$ cat src/rtl/mbx_pkg.sv
package mbx_pkg;

    localparam int          MB_W    = 32;
    localparam int          RUN_BIT = 31;
    localparam logic [15:0] RESP_OK = 16'h0040;

    localparam logic [7:0] OP_OPEN    = 8'h02;
    localparam logic [7:0] OP_CLOSE   = 8'h03;
    localparam logic [7:0] OP_RD_DATA = 8'h07;
    localparam logic [7:0] OP_WR_DATA = 8'h08;
    localparam logic [7:0] OP_REG_BASE = 8'h13;  // CSR read; others follow by +{space,wr}

    localparam logic SEL_IF   = 1'b0;
    localparam logic SEL_DATA = 1'b1;

    localparam logic [1:0] KIND_READ  = 2'd0;
    localparam logic [1:0] KIND_WRITE = 2'd1;
    localparam logic [1:0] KIND_RMW   = 2'd2;

    typedef enum logic [2:0] {
        STEP_OPEN, STEP_REG, STEP_DATA, STEP_FETCH, STEP_CLOSE
    } step_e;

    typedef struct packed {
        logic            fetch;    // read the data register instead of sending a command
        logic [7:0]      op;
        logic [MB_W-1:0] payload;
    } cmd_t;

    function automatic logic [MB_W-1:0] seq_id(input logic space, input logic wr);
        return MB_W'({space, wr}) + MB_W'(1);
    endfunction

    function automatic logic [7:0] reg_opcode(input logic space, input logic wr);
        return OP_REG_BASE + 8'({space, wr});
    endfunction

    function automatic logic [7:0] data_opcode(input logic wr);
        return wr ? OP_WR_DATA : OP_RD_DATA;
    endfunction

    function automatic logic [MB_W-1:0] if_word(input logic [7:0] op);
        return {1'b1, 23'd0, op};
    endfunction

    function automatic step_e next_step(input step_e s);
        case (s)
            STEP_OPEN:  return STEP_REG;
            STEP_REG:   return STEP_DATA;
            STEP_DATA:  return STEP_FETCH;
            default:    return STEP_CLOSE;
        endcase
    endfunction

endpackage

$ cat src/rtl/mbx_cmd_engine.sv
module mbx_cmd_engine
    import mbx_pkg::*;
#(
    parameter int MAX_POLLS = 100,
    parameter int MAX_TRIES = 10,
    parameter int POLL_GAP  = 8
) (
    input  logic            clk,
    input  logic            rst,
    input  logic            start,
    input  cmd_t            cmd,
    output logic            done,
    output logic            fail,
    output logic [MB_W-1:0] fetch_data,
    output logic            mb_wr_en,
    output logic            mb_rd_en,
    output logic            mb_sel,
    output logic [MB_W-1:0] mb_wdata,
    input  logic [MB_W-1:0] mb_rdata
);
    localparam int PW = $clog2(MAX_POLLS + 1);
    localparam int TW = $clog2(MAX_TRIES + 1);
    localparam int GW = $clog2(POLL_GAP + 1);

    typedef enum logic [3:0] {
        E_IDLE, E_WDATA, E_WIF, E_GAP, E_POLL, E_PWAIT, E_FRD, E_FWAIT, E_DONE
    } est_e;

    est_e            state;
    cmd_t            cmd_q;
    logic [PW-1:0]   polls;
    logic [TW-1:0]   tries;
    logic [GW-1:0]   gap;
    logic            fail_q;
    logic [MB_W-1:0] fdata_q;

    logic busy_seen, attempt_bad, last_try;
    assign busy_seen   = mb_rdata[RUN_BIT];
    assign attempt_bad = (state == E_PWAIT) &&
                         (busy_seen ? (polls == PW'(MAX_POLLS - 1))
                                    : (mb_rdata[15:0] != RESP_OK));
    assign last_try    = (tries == TW'(MAX_TRIES - 1));

    always_ff @(posedge clk) begin
        if (rst) begin
            state   <= E_IDLE;
            cmd_q   <= '0;
            polls   <= '0;
            tries   <= '0;
            gap     <= '0;
            fail_q  <= 1'b0;
            fdata_q <= '0;
        end else begin
            case (state)
                E_IDLE: if (start) begin
                    cmd_q  <= cmd;
                    tries  <= '0;
                    fail_q <= 1'b0;
                    state  <= cmd.fetch ? E_FRD : E_WDATA;
                end
                E_WDATA: begin
                    polls <= '0;
                    state <= E_WIF;
                end
                E_WIF: begin
                    gap   <= '0;
                    state <= E_GAP;
                end
                E_GAP: begin
                    if (gap == GW'(POLL_GAP - 1)) state <= E_POLL;
                    else                          gap   <= gap + GW'(1);
                end
                E_POLL: state <= E_PWAIT;
                E_PWAIT: begin
                    if (attempt_bad) begin
                        if (last_try) begin
                            fail_q <= 1'b1;
                            state  <= E_DONE;
                        end else begin
                            tries <= tries + TW'(1);
                            state <= E_WDATA;
                        end
                    end else if (busy_seen) begin
                        polls <= polls + PW'(1);
                        gap   <= '0;
                        state <= E_GAP;
                    end else begin
                        state <= E_DONE;
                    end
                end
                E_FRD: state <= E_FWAIT;
                E_FWAIT: begin
                    fdata_q <= mb_rdata;
                    state   <= E_DONE;
                end
                default: state <= E_IDLE;
            endcase
        end
    end

    assign mb_wr_en   = (state == E_WDATA) || (state == E_WIF);
    assign mb_rd_en   = (state == E_POLL)  || (state == E_FRD);
    assign mb_sel     = ((state == E_WDATA) || (state == E_FRD)) ? SEL_DATA : SEL_IF;
    assign mb_wdata   = (state == E_WIF) ? if_word(cmd_q.op) : cmd_q.payload;
    assign done       = (state == E_DONE);
    assign fail       = fail_q;
    assign fetch_data = fdata_q;

    // Observation counters for the checks below
    logic [GW:0] since_if;
    logic [TW:0] issued;
    always_ff @(posedge clk) begin
        if (rst) begin
            since_if <= '0;
            issued   <= '0;
        end else begin
            if ((mb_wr_en || mb_rd_en) && mb_sel == SEL_IF) since_if <= '0;
            else if (since_if < (GW+1)'(POLL_GAP))         since_if <= since_if + (GW+1)'(1);
            if (start && state == E_IDLE)                   issued <= '0;
            else if (mb_wr_en && mb_sel == SEL_IF)          issued <= issued + (TW+1)'(1);
        end
    end

    p_if_after_data_r1: assert property (@(posedge clk) disable iff (rst)
        (mb_wr_en && mb_sel == SEL_IF) |-> $past(mb_wr_en && mb_sel == SEL_DATA));

    p_single_access_r1: assert property (@(posedge clk) disable iff (rst)
        !(mb_wr_en && mb_rd_en));

    p_poll_gap_r10: assert property (@(posedge clk) disable iff (rst)
        (mb_rd_en && mb_sel == SEL_IF) |-> since_if >= (GW+1)'(POLL_GAP));

    p_try_bound_r4: assert property (@(posedge clk) disable iff (rst)
        done |-> issued <= (TW+1)'(MAX_TRIES));

    p_give_up_r5: assert property (@(posedge clk) disable iff (rst)
        (done && fail) |-> issued == (TW+1)'(MAX_TRIES));

endmodule

$ cat src/rtl/mbx_txn_ctrl.sv
module mbx_txn_ctrl
    import mbx_pkg::*;
(
    input  logic            clk,
    input  logic            rst,
    input  logic            req_valid,
    output logic            req_ready,
    input  logic [1:0]      req_kind,
    input  logic            req_space,
    input  logic [MB_W-1:0] req_addr,
    input  logic [MB_W-1:0] req_wdata,
    input  logic [MB_W-1:0] req_and_mask,
    input  logic [MB_W-1:0] req_or_mask,
    output logic            rsp_valid,
    output logic [MB_W-1:0] rsp_rdata,
    output logic            rsp_err,
    output logic            eng_start,
    output cmd_t            eng_cmd,
    input  logic            eng_done,
    input  logic            eng_fail,
    input  logic [MB_W-1:0] eng_rdata
);
    typedef enum logic [1:0] {C_IDLE, C_CMD, C_WAIT, C_RESP} cst_e;

    cst_e            state;
    step_e           step;
    logic            wr_pass;
    logic [1:0]      kind_q;
    logic            space_q;
    logic [MB_W-1:0] addr_q, wdata_q, and_q, or_q, rd_q;
    logic            err_q;

    logic accept, is_rmw, capture;
    assign accept  = (state == C_IDLE) && req_valid;
    assign is_rmw  = (kind_q == KIND_RMW);
    assign capture = !(is_rmw && wr_pass);

    always_comb begin
        eng_cmd = '0;
        case (step)
            STEP_OPEN:  begin eng_cmd.op = OP_OPEN;  eng_cmd.payload = seq_id(space_q, wr_pass); end
            STEP_REG:   begin eng_cmd.op = reg_opcode(space_q, wr_pass); eng_cmd.payload = addr_q; end
            STEP_DATA:  begin eng_cmd.op = data_opcode(wr_pass); eng_cmd.payload = wr_pass ? wdata_q : '0; end
            STEP_FETCH: eng_cmd.fetch = 1'b1;
            default:    begin eng_cmd.op = OP_CLOSE; eng_cmd.payload = seq_id(space_q, wr_pass); end
        endcase
    end

    always_ff @(posedge clk) begin
        if (rst) begin
            state   <= C_IDLE;
            step    <= STEP_OPEN;
            wr_pass <= 1'b0;
            kind_q  <= KIND_READ;
            space_q <= 1'b0;
            addr_q  <= '0;
            wdata_q <= '0;
            and_q   <= '0;
            or_q    <= '0;
            rd_q    <= '0;
            err_q   <= 1'b0;
        end else begin
            case (state)
                C_IDLE: if (accept) begin
                    kind_q  <= req_kind;
                    space_q <= req_space;
                    addr_q  <= req_addr;
                    wdata_q <= req_wdata;
                    and_q   <= req_and_mask;
                    or_q    <= req_or_mask;
                    wr_pass <= (req_kind == KIND_WRITE);
                    err_q   <= 1'b0;
                    step    <= STEP_OPEN;
                    state   <= C_CMD;
                end
                C_CMD: state <= C_WAIT;
                C_WAIT: if (eng_done) begin
                    err_q <= err_q | eng_fail;
                    if (step == STEP_FETCH && capture) rd_q <= eng_rdata;
                    if (step != STEP_CLOSE) begin
                        step  <= next_step(step);
                        state <= C_CMD;
                    end else if (is_rmw && !wr_pass) begin
                        wr_pass <= 1'b1;
                        wdata_q <= (rd_q & and_q) | or_q;
                        step    <= STEP_OPEN;
                        state   <= C_CMD;
                    end else begin
                        state <= C_RESP;
                    end
                end
                default: state <= C_IDLE;
            endcase
        end
    end

    assign req_ready = (state == C_IDLE);
    assign eng_start = (state == C_CMD);
    assign rsp_valid = (state == C_RESP);
    assign rsp_rdata = rd_q;
    assign rsp_err   = err_q;

    p_rsp_pulse_r9: assert property (@(posedge clk) disable iff (rst)
        rsp_valid |=> !rsp_valid);

    p_busy_not_ready_r9: assert property (@(posedge clk) disable iff (rst)
        rsp_valid |-> !req_ready);

    p_close_before_rsp_r7: assert property (@(posedge clk) disable iff (rst)
        rsp_valid |-> $past(eng_done && !eng_cmd.fetch && eng_cmd.op == OP_CLOSE));

    p_err_sticky_r5: assert property (@(posedge clk) disable iff (rst)
        (err_q && !accept) |=> err_q);

endmodule

$ cat src/rtl/mbx_seq_top.sv
module mbx_seq_top
    import mbx_pkg::*;
#(
    parameter int MAX_POLLS = 100,
    parameter int MAX_TRIES = 10,
    parameter int POLL_GAP  = 8
) (
    input  logic        clk,
    input  logic        rst,
    input  logic        req_valid,
    output logic        req_ready,
    input  logic [1:0]  req_kind,
    input  logic        req_space,
    input  logic [31:0] req_addr,
    input  logic [31:0] req_wdata,
    input  logic [31:0] req_and_mask,
    input  logic [31:0] req_or_mask,
    output logic        rsp_valid,
    output logic [31:0] rsp_rdata,
    output logic        rsp_err,
    output logic        mb_wr_en,
    output logic        mb_rd_en,
    output logic        mb_sel,
    output logic [31:0] mb_wdata,
    input  logic [31:0] mb_rdata
);
    logic            eng_start, eng_done, eng_fail;
    cmd_t            eng_cmd;
    logic [MB_W-1:0] eng_rdata;

    mbx_txn_ctrl u_ctrl (
        .clk, .rst,
        .req_valid, .req_ready, .req_kind, .req_space, .req_addr,
        .req_wdata, .req_and_mask, .req_or_mask,
        .rsp_valid, .rsp_rdata, .rsp_err,
        .eng_start, .eng_cmd, .eng_done, .eng_fail, .eng_rdata
    );

    mbx_cmd_engine #(
        .MAX_POLLS (MAX_POLLS),
        .MAX_TRIES (MAX_TRIES),
        .POLL_GAP  (POLL_GAP)
    ) u_engine (
        .clk, .rst,
        .start      (eng_start),
        .cmd        (eng_cmd),
        .done       (eng_done),
        .fail       (eng_fail),
        .fetch_data (eng_rdata),
        .mb_wr_en, .mb_rd_en, .mb_sel, .mb_wdata, .mb_rdata
    );

endmodule

$ cat config.mk
export PLATFORM = sky130hd
export DESIGN_NAME = mbx_seq_top
export DESIGN_NICKNAME = d
export VERILOG_FILES = /design/src/rtl/mbx_pkg.sv /design/src/rtl/mbx_cmd_engine.sv /design/src/rtl/mbx_txn_ctrl.sv /design/src/rtl/mbx_seq_top.sv
export SDC_FILE = /design/constraint.sdc
export NUM_CORES = 1
export LEC_CHECK = 0
export BUFFER_PORTS_ARGS = -buffer_cell sky130_fd_sc_hd__buf_2
export CAP_MARGIN = 10
export CORE_MARGIN = 1.5
export CORE_UTILIZATION = 45
export CTS_BUF_LIST = sky130_fd_sc_hd__clkbuf_8
export DETAILED_ROUTE_END_ITERATION = 6
export GPL_TIMING_DRIVEN = 0
export PLACE_DENSITY = 0.64
export SYNTH_ARGS = -nofsm -noshare
export SYNTH_HDL_FRONTEND = slang
export SYNTH_SLANG_ARGS = --single-unit
$ cat constraint.sdc
create_clock -name clk -period 2.3 [get_ports clk]
set_clock_uncertainty 0.1 [all_clocks]
set_input_delay 0 -clock clk [delete_from_list [all_inputs] [get_ports clk]]
set_output_delay 0 -clock clk [all_outputs]
set_load 0.05 [all_outputs]
==> After elaboration in Yosys (flattened, before gate mapping) <==
Cells that the tools add are included.
{ "classes": {"n_addsub": 5, "n_mul": 0, "div_mod_pow": 0, "order_cmp": 0, "n_eq_ne": 34, "shifts": 0, "mux": 53, "bitwise_logic": 3, "n_reduce_logical": 29} }
{ "ops": {"columns": ["operator", "count"], "rows": [
  ["two-way mux 32 bit", 6],
  ["case mux 40 bit (4 select lines)", 1],
  ["case mux 32 bit (2 select lines)", 1],
  ["two-way mux 4 bit", 12],
  ["bitwise AND 32 bit", 1],
  ["OR 32 bit", 1],
  ["case mux 4 bit (8 select lines)", 1],
  ["equality test 4 x 3 -> 1 bit (second input constant)", 5],
  ["inequality test 16 x 7 -> 1 bit (second input constant)", 1],
  ["AND reduction 4 bit", 4],
  ["two-way mux 3 bit", 5],
  ["two-way mux 7 bit", 2],
  ["inequality test 2 bit (second input constant)", 7],
  ["case mux 7 bit (2 select lines)", 1],
  ["two-way mux 1 bit", 12],
  ["case mux 4 bit (3 select lines)", 1],
  ["inequality test 2 x 1 -> 1 bit (second input constant)", 5],
  ["case mux 3 bit (3 select lines)", 1],
  ["AND reduction 3 bit", 3],
  ["adder 4 x 1 -> 4 bit (second input constant)", 2],
  ["equality test 4 x 2 -> 1 bit (second input constant)", 2],
  ["equality test 4 bit (second input constant)", 2],
  ["two-way mux 2 bit", 4],
  ["case mux 4 bit (2 select lines)", 1],
  ["other kinds (25)", 43]
]} }
{ "totals": {"ff_bits": 262, "latch_bits": 0, "mem_bits_rw": 0, "rom_bits": 0, "input_bits": 166, "out_inout_bits": 70, "wordCells": 143, "n_memories": 0} }

==> Longest topological paths before layout <==
{ "depth": {"word_depth": 6, "depth_mapped": 8, "depth_no_buf": 6} }

==> Cells and area by module <==
A second synthesis with hierarchy kept.
{ "unflattened": {"hier_cells": 1401, "hier_area_um2": 11140.7} }
{ "modules_own_cells": {"columns": ["module", "instances", "cells_each", "area_per_inst_um2", "seq_area_each_um2"], "rows": [
  ["mbx_txn_ctrl", 1, 897, 7110.6, 3403.3],
  ["mbx_cmd_engine", 1, 504, 4030.1, 1841.8]
]} }

==> Least setup slack after synthesis <==
Ideal clock, no wire load.
{ "synth_path": {"path_type": "register to register", "startpoint": "register u_ctrl.state[1]", "endpoint": "register u_ctrl.wr_pass", "setup_ps": 134, "arrival_ps": 1838, "t_required_ps": 2066, "path_slack_ps": 228, "stages_incl_launch_ff": 6, "n_path_buf": 1, "period_less_slack_ps": 2072, "path_cell_list": "dfxtp_1 nor2_1 nand2_1 clkbuf_1 nor3_1 a211oi_1"} }
{ "synth_via": {"elab_chain_len": 4, "elab_cells_between_ends": 10, "cone_classes": "eq/ne (5); mux (1); reduce/logical (4)"} }
{ "synth_rtl": {"columns": ["element", "line", "rtl"], "rows": [
  ["from (decl)", "mbx_txn_ctrl.sv:25", "cst_e state;"],
  ["from (signal assigned)", "mbx_txn_ctrl.sv:51", "state <= C_IDLE;"],
  ["from (signal assigned)", "mbx_txn_ctrl.sv:74", "state <= C_CMD;"],
  ["from (signal assigned)", "mbx_txn_ctrl.sv:76", "C_CMD: state <= C_WAIT;"],
  ["logical NOT 2 bit (*)", null, null],
  ["named net req_ready", "mbx_seq_top.sv:11", "output logic req_ready,"],
  ["logical AND 1 bit", "mbx_txn_ctrl.sv:34", "assign accept = (state == C_IDLE) && req_valid;"],
  ["inequality test 2 x 1 -> 1 bit (no line)", null, null],
  ["AND reduction 5 bit (no line)", null, null],
  ["to (signal assigned)", "mbx_txn_ctrl.sv:71", "wr_pass <= (req_kind == KIND_WRITE);"],
  ["to (decl)", "mbx_txn_ctrl.sv:27", "logic wr_pass;"]
]} }
The timed path passes the listed nets; every way through them passes the cells marked *.
A chain may end at the register's enable or synchronous reset.

==> Final worst setup path <==
{ "layout_path": {"startpoint": "register u_engine.state[0]", "endpoint": "output port mb_wdata[4]"} }
{ "layout_via": {"elab_chain_len": 2} }
{ "layout_rtl": {"columns": ["element", "line", "rtl"], "rows": [
  ["from (decl)", "mbx_cmd_engine.sv:29", "est_e state;"],
  ["from (signal assigned)", "mbx_cmd_engine.sv:59", "state <= cmd.fetch ? E_FRD : E_WDATA;"],
  ["equality test 4 x 2 -> 1 bit", "mbx_cmd_engine.sv:104", "assign mb_wdata = (state == E_WIF) ? if_word(cmd_q.op) : cmd_q.payload;"],
  ["two-way mux 32 bit", "mbx_cmd_engine.sv:104", null],
  ["to (decl)", "mbx_seq_top.sv:24", "output logic [31:0] mb_wdata,"]
]} }
No other way between the ends.

==> results.cfg <==
[cts]
clock-root-buffer = clkbuf_8
path_clk_slew_ns = 0.06
cts.sinks = 259
worstSkewPairLatency_ns = 0.56
numCtsBuffers = 44
cts_max_path_buffers = 3
tritoncts = built
htreeDepth = 2

[cells_and_area]
area_delta_synth_final_pct = 39.72
final_common_cell = nand2_1
fillers = 2034
finalNetCount = 1960
seqCellArea_um2 = 5186
multi_input_area_um2 = 4885
final_cells = 2127
final_layout_size_suffix_gt1_share_pct = 18.81
final_cell_mix = nand2_1, dfxtp_1, a21oi_1
finalInstanceArea_um2 = 14640

[synthesis]
synth_top_area_share_pct = 49.48
yosys_warnings = 0
yosysUniqueCellTypes = 61
synthTopCellsByArea = dfxtp_1, nand2_1, a21oi_1, clkbuf_1, a221oi_1
synth-edff-count = 0
yosys.area.top_type = dfxtp_1
synthFlopType = dfxtp_1
ys_async_sr_fraction_pct = 0
synthCells = 1342
synth-seq-area-share_pct = 49.48
synthesis.nets = 1514
syn_area_per_cell_um2 = 7.808
yosys_register_bits = 259
synth_area_um2 = 10480

[drt]
routed_wl_um = 37020
wl_per_cell_um = 17.40
drtAntennaViolNets = 0
drtIter0Drc = 669
via_count = 11200
drc_errors = 0
drt-vias-per-instance = 5.266
dr.pass1.iters = 6

[floorplan]
core_area_um2 = 22780
dieArea_um2 = 24210
io_pins = 236
initial_core_util_pct = 46.00
dieWidth_um = 155.6
die_h_um = 155.6
num_rows = 55

[place]
hpwlAfterDp_um = 26090
globalplace.congestion = 0.9219
dp_cells = 1889
io_buffer_count = 234
dpl_cell_area_um2 = 12040

[setup_path]
cp.arrival_ns = 2.16
critPathRequiredTime_ns = 2.20
crit_slowest_cell = mux2_2
cpPeakStageDelay_ns = 0.36
path_cells = buf_6, nor4_4, buf_4, mux2_2, buf_2
startpoint_type = flop
critPathCaptureType = output port
cp_max_fo = 10
critical_path_class = flop to output port

[worst_hold_path]
holdCritPathClass = input pin to flop

[timing]
clock.fmax_ghz = 0.4431
setup_violations = 0
slew_headroom_pct = 48.70
hold_violations = 0
slew_violations = 0
fin_crit_sh_pct = 98.12
tns_ns = 0
tightest_slew_ns = 0.7694
min_period_ns = 2.257
rsz0062_at_grt = yes

[global_routing]
track_usage_pct = 30.04
antenna_found_initial = 1
grt_pass1_wl_um = 56350
grt_max_degree = 12
grt-ovfl-total = 0
grt_pass1_vias = 10790

[pwr]
share_seq_of_total_power_pct = 46.3
cellPowerDensity_nw_per_um2 = 715.2
p_leak_nw = 5.854
p_comb_share_pct = 16.1
switchingPower_mw = 2.960
ir_worst_vdd_mv = 0.4811
p_clk_share_pct = 37.6
p_int_mw = 7.512
swShare_pct = 28.27

[run_status]
status = complete, no violations

[run]
cap_violations = 0
## metrics by stage
step                      power, mW  hold WS [ns]  worst slack (ns)  utilization [%]
after detailed placement      6.350        0.1463           -0.1885            52.86
after global routing          10.87        0.1185          -0.02915            64.28
after CTS                     10.47        0.1015          0.009102            64.05
final                         10.47        0.1319           0.04332            64.28
after global placement        6.333        0.1421           -0.1794            52.86
after floorplan               5.826       0.03596            0.2282                -
## final cells by class
type	count	area share (%)
diodes	1	0.01709
inverters	7	0.1795
flip-flops and latches	259	35.42
plain buffers	103	2.974
clock buffers	55	5.170
clock inverters	16	0.4529
repair buffers	403	19.75
multi-input cells	970	33.36
well taps	313	2.675
## worst max-delay path, delay by kind of cell, from the launching register on
family / cells / cell delay [ns]
buf+inv: 3 / 0.59
mux: 1 / 0.36
flops: 1 / 0.34
simple gates: 1 / 0.31
## logic make-up after synthesis
logic type | count (synthesis) | share of synthesized area [%]
and+or+nand+nor | 599 | 24.68
AOI/OAI and AO/OA | 353 | 19.69
DFF | 259 | 49.48
buffers and inverters | 113 | 4.263
muxes | 8 | 0.8358
adders and majority gates | 6 | 0.7164
xor gates and xnor gates | 4 | 0.3344
## flip-flops by register name (all words and copies together), names as in the netlist
signal               count
u_engine.gap             4
u_ctrl.wr_pass           1
u_ctrl.kind_q            2
u_ctrl.rsp_err           1
u_ctrl.state             2
u_ctrl.or_q             32
u_ctrl.and_q            32
u_engine.polls           7
u_ctrl.step              3
u_engine.fetch_data     32
u_ctrl.rsp_rdata        32
u_ctrl.space_q           1
u_engine.state           4
u_ctrl.addr_q           32
u_engine.fail            1
u_engine.tries           4
u_engine.cmd_q          37
u_ctrl.wdata_q          32
## per-layer routing
layer / GRT usage, % / wire, um / share of wire, %
met1: 38.14 / 15800 / 43
met2: 48.60 / 16640 / 45
met3: 6.222 / 2823 / 7.6
met4: 14.97 / 1763 / 4.8
met5: 0 / 0 / 0
## Yosys cell counts (all sizes together), types with 3 or more instances
cell      n
o21a      3
nor3     37
nand2   405
nand3     9
nor4      7
inv       7
nor2b    33
nor2     62
and2      4
a211oi    6
buf      16
ha        6
or2       4
o21ai    11
a221oi   31
nor4b     3
clkbuf   90
a31oi     3
and3      3
nand4     5
nand2b    8
nand3b    3
mux2      6
dfxtp   259
nor3b     3
xor2      3
o211ai   33
or3       5
a21oi   248
## timing repair
action,4_1_cts,5_1_grt
buffers inserted,4,1
hold buffers,164,0
endpoints found under the hold margin,179,0
endpoints found under the setup margin,49,103
gates resized for setup,16,21
pin swaps,1,1
## power by group through the flow
| stage | Combinational (mW) | Clock [mW] | Sequential, mW |
|---|---|---|---|
| 2_1_floorplan | 0.932 | 0 | 4.89 |
| 6_report | 1.69 | 3.94 | 4.85 |
| 4_1_cts | 1.65 | 3.98 | 4.84 |
| 5_1_grt | 1.83 | 4.18 | 4.87 |
| 3_5_place_dp | 1.41 | 0 | 4.94 |
| 3_3_place_gp | 1.40 | 0 | 4.93 |
## final timing paths
path	to	slack (ns)	start	cells after the start
worst max register to register	u_engine.tries[1]$_SDFFE_PP0P_	0.10	u_engine.state[3]$_SDFFE_PP0P_	6
worst min register to register	u_ctrl.rsp_rdata[1]$_SDFFE_PP0P_	0.35	u_engine.fetch_data[1]$_SDFFE_PP0P_	2
worst min-delay path	u_ctrl.or_q[21]$_SDFFE_PP0P_	0.13	req_or_mask[21]	4
worst max-delay path	mb_wdata[4]	0.04	u_engine.state[0]$_SDFFE_PP0P_	5
(Power assumes the default switching activity.)
